## src/rtl/sar_read_ctrl.sv

```systemverilog
module sar_read_ctrl #(
  parameter int HALF        = 60,
  parameter int CONV_WAIT   = 1900,
  parameter int EOC_LIMIT   = 2500,
  parameter int CS_HIGH_MIN = 60,
  parameter int ACQ_MIN     = 375
) (
  input  logic        clk,
  input  logic        rst_n,
  input  logic        start,
  input  logic        byte_mode,
  input  logic        eoc_edge,
  input  logic        abort,
  input  logic        miso,
  output logic        cs_n,
  output logic        sclk,
  output logic [11:0] result,
  output logic        valid,
  output logic        frame_err,
  output logic        eoc_timeout,
  output logic        busy
);

  localparam int T1 = (CONV_WAIT > EOC_LIMIT) ? CONV_WAIT : EOC_LIMIT;
  localparam int T2 = (CS_HIGH_MIN > ACQ_MIN) ? CS_HIGH_MIN : ACQ_MIN;
  localparam int T3 = (T1 > T2) ? T1 : T2;
  localparam int TA = (T3 > 2 * HALF) ? T3 : 2 * HALF;
  localparam int CW = $clog2(TA + 1);
  localparam int HW = $clog2(HALF + 1);
  localparam int GW = $clog2(T2 + 1);

  typedef enum logic [2:0] {S_IDLE, S_CONV, S_SHIFT, S_PAUSE, S_GAP} st_t;

  st_t          st;
  logic [CW-1:0] cnt;
  logic [HW-1:0] pc;
  logic [4:0]   nfall;
  logic [15:0]  sh;
  logic [2:0]   sync;
  logic         cs_q, sclk_q, byte_q, edge_q, long_q;
  logic [11:0]  result_q;
  logic         valid_q, ferr_q, tmo_q;
  logic         m_rise, last_fall;

  assign m_rise    = sync[1] & ~sync[2];
  assign last_fall = byte_q ? (nfall == 5'd15) : (nfall == 5'd12);

  assign cs_n        = cs_q;
  assign sclk        = sclk_q;
  assign result      = result_q;
  assign valid       = valid_q;
  assign frame_err   = ferr_q;
  assign eoc_timeout = tmo_q;
  assign busy        = (st != S_IDLE);

  always_ff @(posedge clk) begin
    if (!rst_n) begin
      st       <= S_IDLE;
      cnt      <= '0;
      pc       <= '0;
      nfall    <= '0;
      sh       <= '0;
      sync     <= '0;
      cs_q     <= 1'b1;
      sclk_q   <= 1'b0;
      byte_q   <= 1'b0;
      edge_q   <= 1'b0;
      long_q   <= 1'b0;
      result_q <= '0;
      valid_q  <= 1'b0;
      ferr_q   <= 1'b0;
      tmo_q    <= 1'b0;
    end else begin
      valid_q <= 1'b0;
      tmo_q   <= 1'b0;
      sync    <= {sync[1:0], miso};
      case (st)
        S_IDLE: if (start) begin
          cs_q   <= 1'b0;
          cnt    <= '0;
          byte_q <= byte_mode;
          edge_q <= eoc_edge;
          st     <= S_CONV;
        end
        S_CONV: begin
          if (abort) begin
            cs_q   <= 1'b1;
            cnt    <= CW'(ACQ_MIN);
            long_q <= 1'b1;
            st     <= S_GAP;
          end else if (edge_q && m_rise) begin
            pc    <= '0;
            nfall <= '0;
            st    <= S_SHIFT;
          end else if (edge_q && cnt == CW'(EOC_LIMIT - 1)) begin
            tmo_q  <= 1'b1;
            cs_q   <= 1'b1;
            cnt    <= CW'(ACQ_MIN);
            long_q <= 1'b1;
            st     <= S_GAP;
          end else if (!edge_q && cnt == CW'(CONV_WAIT - 1)) begin
            pc    <= '0;
            nfall <= '0;
            st    <= S_SHIFT;
          end else begin
            cnt <= cnt + 1'b1;
          end
        end
        S_SHIFT: begin
          if (pc == HW'(HALF - 1)) begin
            pc     <= '0;
            sclk_q <= ~sclk_q;
            if (!sclk_q) begin
              sh <= {sh[14:0], miso};
            end else begin
              nfall <= nfall + 1'b1;
              if (last_fall) begin
                cs_q     <= 1'b1;
                valid_q  <= 1'b1;
                result_q <= byte_q ? sh[14:3] : sh[11:0];
                ferr_q   <= byte_q & ~sh[15];
                cnt      <= CW'(CS_HIGH_MIN);
                long_q   <= 1'b0;
                st       <= S_GAP;
              end else if (byte_q && nfall == 5'd7) begin
                cnt <= CW'(2 * HALF);
                st  <= S_PAUSE;
              end
            end
          end else begin
            pc <= pc + 1'b1;
          end
        end
        S_PAUSE: if (cnt <= CW'(1)) begin
          pc <= '0;
          st <= S_SHIFT;
        end else begin
          cnt <= cnt - 1'b1;
        end
        S_GAP: if (cnt <= CW'(1)) st <= S_IDLE;
               else cnt <= cnt - 1'b1;
        default: st <= S_IDLE;
      endcase
    end
  end

  logic [GW-1:0] hi_cnt;
  logic [HW-1:0] ph_cnt;
  logic          sclk_d;

  always_ff @(posedge clk) begin
    if (!rst_n) begin
      hi_cnt <= GW'(T2);
      ph_cnt <= HW'(HALF);
      sclk_d <= 1'b0;
    end else begin
      sclk_d <= sclk_q;
      if (!cs_q) hi_cnt <= '0;
      else if (hi_cnt != GW'(T2)) hi_cnt <= hi_cnt + 1'b1;
      if (sclk_d != sclk_q) ph_cnt <= '0;
      else if (ph_cnt != HW'(HALF)) ph_cnt <= ph_cnt + 1'b1;
    end
  end


  conv_sclk_low_chk: assert property (@(posedge clk) disable iff (!rst_n)
    (st == S_CONV) |-> !sclk_q);

  sclk_idle_chk: assert property (@(posedge clk) disable iff (!rst_n)
    cs_q |-> !sclk_q);

  sclk_phase_chk: assert property (@(posedge clk) disable iff (!rst_n)
    ($rose(sclk_q) || $fell(sclk_q)) |-> (ph_cnt >= HW'(HALF - 1)));

  valid_pulse_chk: assert property (@(posedge clk) disable iff (!rst_n)
    valid_q |=> !valid_q);

  valid_cs_chk: assert property (@(posedge clk) disable iff (!rst_n)
    valid_q |-> (cs_q && $rose(cs_q)));

  timeout_chk: assert property (@(posedge clk) disable iff (!rst_n)
    tmo_q |-> (cs_q && !valid_q));

  cs_gap_chk: assert property (@(posedge clk) disable iff (!rst_n)
    $fell(cs_q) |-> (hi_cnt >= GW'(CS_HIGH_MIN)));

  acq_gap_chk: assert property (@(posedge clk) disable iff (!rst_n)
    ($fell(cs_q) && long_q) |-> (hi_cnt >= GW'(ACQ_MIN)));

  start_idle_chk: assert property (@(posedge clk) disable iff (!rst_n)
    $fell(cs_q) |-> ($past(start) && $past(st == S_IDLE)));

endmodule

```

## config.mk

```make
export PLATFORM = sky130hd
export DESIGN_NAME = sar_read_ctrl
export DESIGN_NICKNAME = d
export VERILOG_FILES = /design/src/rtl/sar_read_ctrl.sv
export SDC_FILE = /design/constraint.sdc
export NUM_CORES = 1
export LEC_CHECK = 0
export CORE_MARGIN = 2
export CORE_UTILIZATION = 63
export DETAILED_ROUTE_END_ITERATION = 8
export DONT_BUFFER_PORTS = 1
export PLACE_DENSITY = 0.89
export SLEW_MARGIN = 5
export SYNTH_ARGS = -nofsm -noshare
export SYNTH_HDL_FRONTEND = slang
export SYNTH_SLANG_ARGS = --single-unit
```

## constraint.sdc

```tcl
create_clock -name clk -period 3.6 [get_ports clk]
set_input_delay 0.36 -clock clk [delete_from_list [all_inputs] [get_ports clk]]
set_output_delay 0.36 -clock clk [all_outputs]
set_load 0.01 [all_outputs]
```

Word-level counts from Yosys, hierarchy flattened
Cells that the tools add are included.

word-level totals
  bits of input ports = 7
  bits in registers = 64
  output and inout bits = 18

cells by class
  muxes and demuxes = 49
  eq/ne operators = 25
  magnitude comparators = 1
  add/sub/neg operators = 4
  bitwise operators = 7
  reduce and logical (&&, ||, !) cells = 23

operators with widths
  kind                                                  number
  2-to-1 mux 12 bit                                     11
  one-hot mux 12 bit (4 select lines)                   1
  2-to-1 mux 6 bit                                      6
  2-to-1 mux 3 bit                                      11
  2-to-1 mux 5 bit                                      6
  one-hot mux 6 bit (3 select lines)                    1
  != test 2 bit, second input constant                  8
  != test 3 bit, second input constant                  5
  one-hot mux 3 bit (5 select lines)                    1
  AND reduction 7 bit                                   2
  adder 12 x 1 -> 12 bit, second input constant         1
  == test 12 x 11 -> 1 bit, second input constant       1
  == test 12 bit, second input constant                 1
  <= comparator 12 x 1 -> 1 bit, second input constant  1
  subtractor 12 x 1 -> 12 bit, second input constant    1
  == test 5 x 4 -> 1 bit, second input constant         2
  2-to-1 mux 1 bit                                      10
  one-hot mux 5 bit (2 select lines)                    1
  nonzero test 3 bit                                    3
  AND reduction 4 bit                                   2
  AND reduction 8 bit                                   1
  adder 6 x 1 -> 6 bit, second input constant           1
  == test 3 x 2 -> 1 bit, second input constant         2
  == test 6 bit, second input constant                  1
  other kinds (20)                                      29

Longest topological paths before layout
Gate-level depths: netlist (run 1).

  word-level depth = 7
  gate-level depth with buffers = 10
  gate-level depth less buffers = 8

Least setup slack after synthesis (run 1)
No wires, ideal clock.

  kind = flip-flop to flip-flop
  start point = reg cnt[4]
  end point = reg st[2]
  library setup time = 0.066 ns
  buffers on the path = 3
  arrival time = 2.478 ns
  setup slack = 1.056 ns
  stages on the path, launching flop included = 10
  path through = dfxtp_1 > buf_6 > or4_4 > or4_4 > buf_6 > nor2b_4 > buf_6 > a221oi_4 > a21bo_1 > a21oi_2

on the way
  word-level cells in the longest chain between the ends = 6

RTL lines
  element                                                                                line  RTL
  start: declaration                                                                     35    logic [CW-1:0] cnt;
  start signal: assignment                                                               88    cnt <= CW'(ACQ_MIN);
  start signal: assignment                                                               98    cnt <= CW'(ACQ_MIN);
  start signal: assignment                                                               106   cnt <= cnt + 1'b1;
  parallel branches: the longest is 6 deep, another holds <= comparator 12 x 1 -> 1 bit  --
  end signal: assignment                                                                 90    st <= S_GAP;
  end signal: assignment                                                                 94    st <= S_SHIFT;
  end signal: assignment                                                                 100   st <= S_GAP;
  end: declaration                                                                       34    st_t st;

Several ways; the timed one is not identified.
A chain may end at the register's enable or synchronous reset.

Worst setup path in the final report (run 1)
  start point = reg cnt[8]
  end point = reg nfall[3]

on the way
  word-level cells in the longest chain between the ends = 4

RTL lines
  element                                                     line     RTL
  == test 12 x 11 -> 1 bit or == test 12 bit (tied branches)  101, 95
  logical AND 1 bit, on equally long branches                 101, 95
  != test 3 bit (no line)                                     --
  AND reduction 6 bit (no line) *                             --
  end signal: assignment                                      116      nfall <= nfall + 1'b1;
  end: declaration                                            37       logic [4:0] nfall;

Every way passes the cells marked *; elsewhere a longest branch is shown, timed or not.

==> results.yml, run 1 <==
status:
  status: "completed"
synth:
  syn_area_per_cell_um2: 8.297
  synth_area_mm2: 0.003551
  synth_area_leader_cell: "dfxtp_1"
  seq_area_frac_synth_pct: 36.08
  synth_compound_area_share_pct: 21.11
  synth_top_area_share_pct: 36.08
  async_flop_share_pct: 0
  synthAdderAreaFrac_pct: 1.762
  synth_flop_cell: "dfxtp_1"
  synth_mux_area_share_pct: 9.302
  syn_nets: 440
  yosys.area_share.simple_pct: 23.29
  ys_seq_elements: 64
  yosys_warnings: 0
  synth_cells: 428
  synth_top_family_by_area: "simple AND/OR/NAND/NOR gates"
  synth.area.top_cells: "dfxtp_1 36%, mux2i_1 9.3%, nor2_1 5.4%, nand2_1 5.0%, o21ai_0 3.8%"
  synth_xor_area_share_pct: 1.973
  synth_edf_count: 0
  synth_cell_type_count: 66
route:
  routedWlPerCell_um: 18.14
  drcViolationCount: 0
  viasPerCell: 6.522
  drtIter0Drc: 296
  num_vias: 3209
  totalWireLength_um: 8926
  ant_nets: 0
  dr.pass1.iters: 8
global_routing:
  grt_pass1_wl_um: 14530
  grt_pass1_vias: 3007
  grt_start_max_net_pins: 30
  antenna_found_initial: 0
  grt_usage_pct: 29.87
  grt_remaining_overflow: 0
critical_path:
  reg2reg_depth: 6
  arrival_ns: 2.93
  endpoint: "nfall[3]"
  r2r-start: "cnt[8]"
  crit_fanout: 8
  critPathLaunchType: "flip-flop"
  r2r_end: "nfall[3]"
  cp-startpoint: "cnt[8]"
  crit_type: "reg2reg"
  end_kind: "flip-flop"
  r2r_setup_slack_ns: 0.93
  worstPathRequired_ns: 3.85
clock_tree:
  ctsRootBufferMaster: "clkbuf_8"
  ctsHoldBuffers: 0
  cts_sinks: 64
  cts_tree: "done"
  post_cts_resized: 0
  clk_pin_slew_worst_paths_ns: 0.07
  cts_max_level: 3
  post_cts_buffers: 0
  clockBufferDepth: 2
  cts_buffers: 9
  clk_latency_ns: 0.35
pwr:
  power_density_mw_per_mm2: 653.2
  ir_worst_vdd_uv: 452.6
  p_leak_uw: 0.001238
placed_design:
  port_buffers: 0
  place.gp.congestion: 0.9565
  dpl.hpwl_um: 5935
  place_ws_ns: 0.9934
timing:
  finalHoldViolations: 0
  setup_viol: 0
  skew_ns: 0.008485
  min_period_over_period_pct: 74.29
  slew_viol_final: 0
  rsz0062_at_grt: "false"
  min_period_ns: 2.675
  worst_pin_slew_ns: 1.017
  timing.slew.headroom_pct: 32.20
  fmax_mhz: 373.9
  finalWorstSetupSlack_ns: 0.9254
  fin_tns_setup_ns: 0
job:
  cap_viol_max_count: 0
final_layout:
  syn_to_final_growth_pct: 4.792
  diodes: 0
  regArea_mm2: 0.001281
  finalNetCount: 427
  final_common_cell: "dfxtp_1"
  multiInputGateArea_mm2: 0.002044
  utilization_pct: 67.99
  drive_gt1_share_pct: 9.762
  fillers: 435
  final_cell_mix: "64 x dfxtp_1, 51 x nor2_1, 47 x nand2_1, 33 x mux2i_1, 27 x o21ai_0"
min_path:
  hold_path_depth: 1
  hp-class: "in2reg"
floorplan:
  dieWidth_um: 79.08
  core_area_mm2: 0.005473
  die_area_mm2: 0.006253
  start_util_pct: 64.88
  ios: 25
  fp-row-count: 27
  die_h_um: 79.08
==> metal layers <==
metal | part of all wire (%) | global-route usage, % | routed length, um
met5 | 0 | 0 | 0
met4 | 2.7 | 11.72 | 244
met3 | 7.5 | 8.636 | 673
met2 | 48 | 47.54 | 4249
met1 | 42 | 38.26 | 3758
==> layout make-up <==
class                      count  share of cell area, %
inverter                      11                  1.110
sequential                    64                  34.43
clock buffer                  10                  3.699
multi-input combinational    321                  54.94
tap                           72                  2.421
clock inverter                 6                  1.782
timing repair buffer           8                  1.614
==> logic make-up after synthesis <==
family / after synthesis
flip-flops: 64
XOR/XNOR: 8
AO/OA/AOI/OAI: 105
buffers and inverters: 43
AND/OR/NAND/NOR: 170
multiplexers: 33
adder cells (fa/ha/maj): 5
==> report_power, final <==
part,leakage (uW),internal [uW],switching [uW]
Sequential,0.000518,762,101
Combinational,0.000625,346,589
Clock,0.0000949,339,294
Total,0.00124,1450,983
==> how the worst min path moves through the flow <==
stage	slack, ns	startpoint	endpoint
after floorplan	0.41	sync[0]	sync[1]
after global placement	0.42	sync[0]	sync[1]
after detailed placement	0.42	sync[0]	sync[1]
after CTS	0.08	rst_n	cs_n
after global routing	0.09	rst_n	cs_n
final	0.09	rst_n	cs_n
==> metrics by stage <==
step / area [um2] / hold WS, ns / cells / power [uW]
global route: 3721 / 0.09473 / 492 / 2551
detailed placement: 3517 / 0.4222 / 476 / 1779
global placement: 3517 / 0.4192 / 476 / 1762
floorplan: 3551 / 0.4119 / 428 / 1589
CTS: 3721 / 0.08006 / 492 / 2413
finish: 3721 / 0.09479 / 492 / 2431
==> Yosys cell counts (all sizes together), types with 2 or more instances <==
cell type and n:
nor2b 3, clkdlybuf4s15 2, nand3 20, and2 5, nor3b 3, dfxtp 64, a21o 2, o21ai 27
nand2 48, o22a 2, mux2i 33, xor2 5, inv 11, ha 5, nand3b 2, o32ai 2
nor4 3, o221ai 3, o31ai 4, buf 8, o22ai 6, a41oi 3, xnor2 3, a21oi 14
a31oi 4, clkbuf 22, nor3 10, or2 4, nand2b 2, nor2 51, and4 2, nand4 5
or3 5, or4 3, a221oi 2, a211oi 18, o21bai 3, nand4b 2, a311oi 2
==> flip-flops by register name (all words and copies together) (netlist names) <==
signal,count
byte_q,1
cnt,12
cs_n,1
edge_q,1
eoc_timeout,1
frame_err,1
nfall,5
pc,6
result,12
sclk,1
sh,16
st,3
sync,3
valid,1
==> worst max-delay path, cell delays in order (launching register included) <==
cell and delay [ns]:
dfxtp_1 0.48, or4b_2 0.61, nor3_1 0.34, nor3_1 0.18, a21oi_1 0.55, a211oi_1 0.18, a41o_1 0.23
(Power assumes the default switching activity.)
==> run 2, diff against run 1 <==
- ABC_AREA: unset -> 1
- CORE_UTILIZATION: 63 -> 64
- PLACE_DENSITY: 0.89 -> 0.9
- clock period: 3.6 -> 2.54 ns (I/O delays scaled with it)
==> run 2 against run 1 <==
Effect of this change: critical path type unchanged; first-iteration DRC count increased by 70%; largest power group unchanged; flip-flop and latch count unchanged; combinational power grew 110%; worst hold slack got worse by 0.088 ns; sequential share of layout area down 1.6 points; cell area up 5.0%.
==> results.yml, run 2 <==
pwr:
  power_density_mw_per_mm2: 1055
  p_leak_uw: 0.001667
  ir_worst_vdd_uv: 673.3
timing:
  setup_viol: 0
  slew_viol_final: 0
  min_period_ns: 2.169
  finalWorstSetupSlack_ns: 0.3715
  fmax_mhz: 461.1
  timing.slew.headroom_pct: 69.14
  fin_tns_setup_ns: 0
  finalHoldViolations: 0
  worst_pin_slew_ns: 0.4619
  min_period_over_period_pct: 85.37
  rsz0062_at_grt: "false"
  skew_ns: 0.01005
final_layout:
  largest_reg_flops: 16
  largest-register: "sh"
  diodes: 0
  finalNetCount: 573
  syn_to_final_growth_pct: 4.904
  final_cell_mix: "135 x nand2_1, 90 x nor2_1, 64 x dfxtp_1, 48 x nand3_1, 44 x o21ai_0"
  final_common_cell: "nand2_1"
  utilization_pct: 70.10
  drive_gt1_share_pct: 8.834
route:
  drtIter0Drc: 502
  ant_nets: 0
  num_vias: 3801
  totalWireLength_um: 9891
  routedWlPerCell_um: 15.50
  viasPerCell: 5.958
  drcViolationCount: 0
  dr.pass1.iters: 6
synth:
  synth_flop_cell: "dfxtp_1"
  seq_area_frac_synth_pct: 34.40
  async_flop_share_pct: 0
  synth_cells: 569
  synth_edf_count: 0
  synth_cell_type_count: 35
  yosys_warnings: 0
  synth_area_leader_cell: "dfxtp_1"
  synth.area.top_cells: "dfxtp_1 34%, nand2_1 14%, nor2_1 9.1%, nand3_1 6.4%, o21ai_0 5.9%"
  synth_top_area_share_pct: 34.40
  ys_top_cells_by_count: "135 x nand2_1, 90 x nor2_1, 64 x dfxtp_1"
  synth_area_mm2: 0.003725
  ys_seq_elements: 64
  syn_area_per_cell_um2: 6.546
  syn_nets: 581
  yosysMostFrequentCell: "nand2_1"
critical_path:
  crit_fanout: 7
  worst-path-buf-inv: 0
  arrival_ns: 2.43
  end_kind: "flip-flop"
  critPathLaunchType: "flip-flop"
  critPathSlowestCell: "dfxtp_1"
  cpPeakStageDelay_ns: 0.45
  crit_chain: "ha_1 > nand3_1 > nor2_1 > nand3_1 > nand2_2 > nand3_2 > nand2_1 > nand2_1 > a21oi_1"
  crit_type: "reg2reg"
  cp_top_family: "simple AND/OR/NAND/NOR gates"
  worstPathRequired_ns: 2.80
global_routing:
  antenna_found_initial: 0
  grt_pass1_vias: 3556
  grt_start_max_net_pins: 42
  grt_remaining_overflow: 0
  grt_usage_pct: 32.66
  grt_pass1_wl_um: 16370
floorplan:
  die_h_um: 80.29
  ios: 25
  core_area_mm2: 0.005574
  fp-row-count: 27
  start_util_pct: 66.82
  dieWidth_um: 80.29
  die_area_mm2: 0.006446
clock_tree:
  post_cts_resized: 0
  clk_latency_ns: 0.35
  cts_tree: "done"
  ctsRootBufferMaster: "clkbuf_8"
  cts_sinks: 64
  cts_max_level: 3
  cts_buffers: 9
  clk_pin_slew_worst_paths_ns: 0.08
  clockBufferDepth: 2
  post_cts_buffers: 0
placed_design:
  dpl.hpwl_um: 7148
  place_ws_ns: 0.4820
  port_buffers: 0
  place.gp.congestion: 0.9828
status:
  status: "completed"
min_path:
  hp-class: "in2reg"
job:
  cap_viol_max_count: 0
-- run 2: changes by cell type after synthesis, sizes merged, moves of 20 or more --
cell   delta
nand2    +92
nor2     +48
inv      +38
nand3    +33
a21oi    +27
mux2i    -21
o21ai    +20
-- run 2: final cells by class --
cell class | count | area [um2]
Clock inverter | 4 | 28.78
Clock buffer | 12 | 155.1
Fill cell | 489 | 1667
Timing Repair Buffer | 5 | 42.54
Sequential cell | 64 | 1281
Multi-Input combinational cell | 432 | 2126
Tap cell | 72 | 90.09
Inverter | 49 | 183.9
-- run 2: repair_timing --
item | in CTS | in global routing
hold buffers | 2 | 0
setup endpoints to repair | 0 | 0
endpoints found under the hold margin | 2 | 0
-- run 2: routing by layer --
layer  share of wire (%)  vias up  track usage (%)
met1                  43     1742            42.16
met2                  47      185            52.42
met3                 7.9       30            6.742
met5                   0        -                0
met4                 2.2        0            14.75
li1                    -     1844                -
-- run 2: cells by family (layout without fill, tap and decap cells) --
logic type / Yosys count / count (layout) / synth area share, %
AND/OR/NAND/NOR: 317 / 317 / 38.13
AO/OA/AOI/OAI: 92 / 92 / 12.63
buffers and inverters: 73 / 70 / 8.532
flip-flops: 64 / 64 / 34.40
multiplexers: 12 / 12 / 3.225
XOR/XNOR: 6 / 6 / 1.411
adder cells (fa/ha/maj): 5 / 5 / 1.680
-- run 2: final timing paths --
| path | slack (ns) | endpoint | startpoint | cells after the start |
|---|---|---|---|---|
| max | 0.37 | pc[4] | cnt[0] | 9 |
| min | 0.007 | sync[0] | rst_n | 2 |
| max reg2reg | 0.37 | pc[4] | cnt[0] | 9 |
| min reg2reg | 0.43 | sync[1] | sync[0] | 2 |
-- run 2: through the flow --
stage | hold WS, ns | area (um2) | power (uW) | std cells
after global routing | 0.007857 | 3908 | 4407 | 638
after floorplan | 0.3475 | 3725 | 2905 | 569
final | 0.006558 | 3908 | 4123 | 638
after global placement | 0.3453 | 3704 | 3223 | 620
after detailed placement | 0.3474 | 3704 | 3250 | 620
after CTS | 0.006180 | 3908 | 4057 | 638
-- run 2: power by group --
| part | leakage, uW | internal (uW) | switching [uW] | total [uW] |
|---|---|---|---|---|
| clock | 0.0000886 | 408 | 408 | 815 |
| combinational | 0.00106 | 607 | 1380 | 1990 |
| sequential | 0.000518 | 1110 | 210 | 1320 |
| total | 0.00167 | 2130 | 2000 | 4120 |
==> run 3, diff against run 2 <==
- PLACE_DENSITY: 0.9 -> 0.89
==> run 3 against run 2 <==
Effect of this change: critical endpoint is now pc[5]; largest power group unchanged; critical path depth stayed put; sequential power is essentially flat; final cell count is 0.16% lower; clock power increased by 16%; highest routed layer unchanged; first-iteration DRC count is 8.4% lower; routed wire length decreased by 3.3%.
==> results.yml, run 3 (synthesized netlist as in run 2, its figures left out) <==
final_layout:
  final_cells: 637
  final_common_cell: "nand2_1"
  drive_gt1_share_pct: 8.850
  finalNetCount: 574
  fillers: 460
  largest_reg_flops: 16
  diodes: 0
  syn_to_final_growth_pct: 5.744
  largest-register: "sh"
  final_cell_mix: "135 x nand2_1, 90 x nor2_1, 64 x dfxtp_1, 48 x nand3_1, 44 x o21ai_0"
critical_path:
  crit_chain: "ha_1 > nand3_1 > nor2_1 > nand3_1 > nand2_2 > nand3_2 > nand2_1 > nand2_1 > a21oi_1"
  arrival_ns: 2.29
  crit_type: "reg2reg"
  critPathSlowestCell: "dfxtp_1"
  end_kind: "flip-flop"
  worstPathRequired_ns: 2.82
  cpPeakStageDelay_ns: 0.46
  critPathLaunchType: "flip-flop"
  crit_fanout: 7
timing:
  skew_ns: 0.007722
  timing.slew.headroom_pct: 67.87
  finalHoldViolations: 0
  rsz0062_at_grt: "false"
  fin_tns_setup_ns: 0
  min_period_ns: 2.010
  min_period_over_period_pct: 79.12
  setup_viol: 0
  slew_viol_final: 0
  worst_pin_slew_ns: 0.4808
  fmax_mhz: 497.6
floorplan:
  start_util_pct: 66.82
  core_area_mm2: 0.005574
  dieWidth_um: 80.29
  ios: 25
  fp-row-count: 27
  die_area_mm2: 0.006446
  die_h_um: 80.29
route:
  dr.pass1.iters: 8
  viasPerCell: 5.915
  totalWireLength_um: 9568
  routedWlPerCell_um: 15.02
  num_vias: 3768
  drtIter0Drc: 460
  ant_nets: 0
  drcViolationCount: 0
placed_design:
  dp.cells: 621
  place.gp.congestion: 0.9629
  port_buffers: 0
  dpl.hpwl_um: 6648
clock_tree:
  cts_tree: "done"
  clk_pin_slew_worst_paths_ns: 0.07
  clk_latency_ns: 0.35
  post_cts_resized: 0
  clockBufferDepth: 2
  cts_max_level: 3
  ctsRootBufferMaster: "clkbuf_8"
  cts_buffers: 9
  cts_sinks: 64
status:
  status: "completed"
pwr:
  p_leak_uw: 0.001692
  ir_worst_vdd_uv: 698.8
  power_density_mw_per_mm2: 1077
min_path:
  hp-class: "in2reg"
global_routing:
  grt_remaining_overflow: 0
  grt_pass1_vias: 3459
  grt_pass1_wl_um: 16060
  antenna_found_initial: 0
  grt_usage_pct: 32.12
  grt_start_max_net_pins: 41
job:
  cap_viol_max_count: 0
-- run 3: worst paths after layout --
path / from / end / slack (ns) / depth (start not counted)
setup / recovery: cnt[0] / pc[5] / 0.53 / 9
hold / removal: rst_n / sync[0] / 0.009 / 2
setup reg to reg: cnt[0] / pc[5] / 0.53 / 9
hold reg to reg: sync[0] / sync[1] / 0.43 / 2
-- run 3: worst max-delay path: cells and delay by family, from the launching register on --
family,cells,cell delay [ns]
AO/OA/AOI/OAI,1,0.14
adder cells (fa/ha/maj),1,0.32
flip-flops,1,0.46
AND/OR/NAND/NOR,7,1.02
-- run 3: repair_timing --
item | CTS | global route
hold buffers | 2 | 0
buffers inserted | 0 | 0
hold endpoints to repair | 3 | 0
-- run 3: through the flow --
step	util (%)	hold WS [ns]	instance area, um2	power, uW	setup WS [ns]
detailed placement	66.58	0.3476	3711	3219	0.5754
global placement	66.58	0.3447	3711	3177	0.5903
global route	70.66	0.003406	3939	4532	0.3100
finish	70.66	0.009259	3939	4242	0.5303
CTS	70.66	0.0003639	3939	4183	0.5699
floorplan	-	0.3475	3725	2905	0.8615
-- run 3: cell type report --
| cell class | count | area, um2 | share of cell area [%] |
|---|---|---|---|
| Multi-Input combinational cell | 432 | 2126 | 53.97 |
| Timing Repair Buffer | 6 | 50.05 | 1.271 |
| Clock inverter | 4 | 70.07 | 1.779 |
| Sequential cell | 64 | 1281 | 32.53 |
| Tap cell | 72 | 90.09 | 2.287 |
| Inverter | 49 | 183.9 | 4.670 |
| Clock buffer | 10 | 137.6 | 3.494 |
-- run 3: where the power goes --
| part | internal (uW) | switching [uW] |
|---|---|---|
| Combinational | 608 | 1370 |
| Sequential | 1110 | 205 |
| Clock | 564 | 380 |
| Total | 2280 | 1960 |
-- run 3: per-layer routing --
| metal | global-route usage, % | wire length, um | up-vias |
|---|---|---|---|
| met5 | 0 | 0 | - |
| met4 | 12.88 | 298 | 0 |
| met3 | 8.652 | 974 | 41 |
| met2 | 49.08 | 4263 | 213 |
| met1 | 42.95 | 4032 | 1678 |
| li1 | - | - | 1836 |
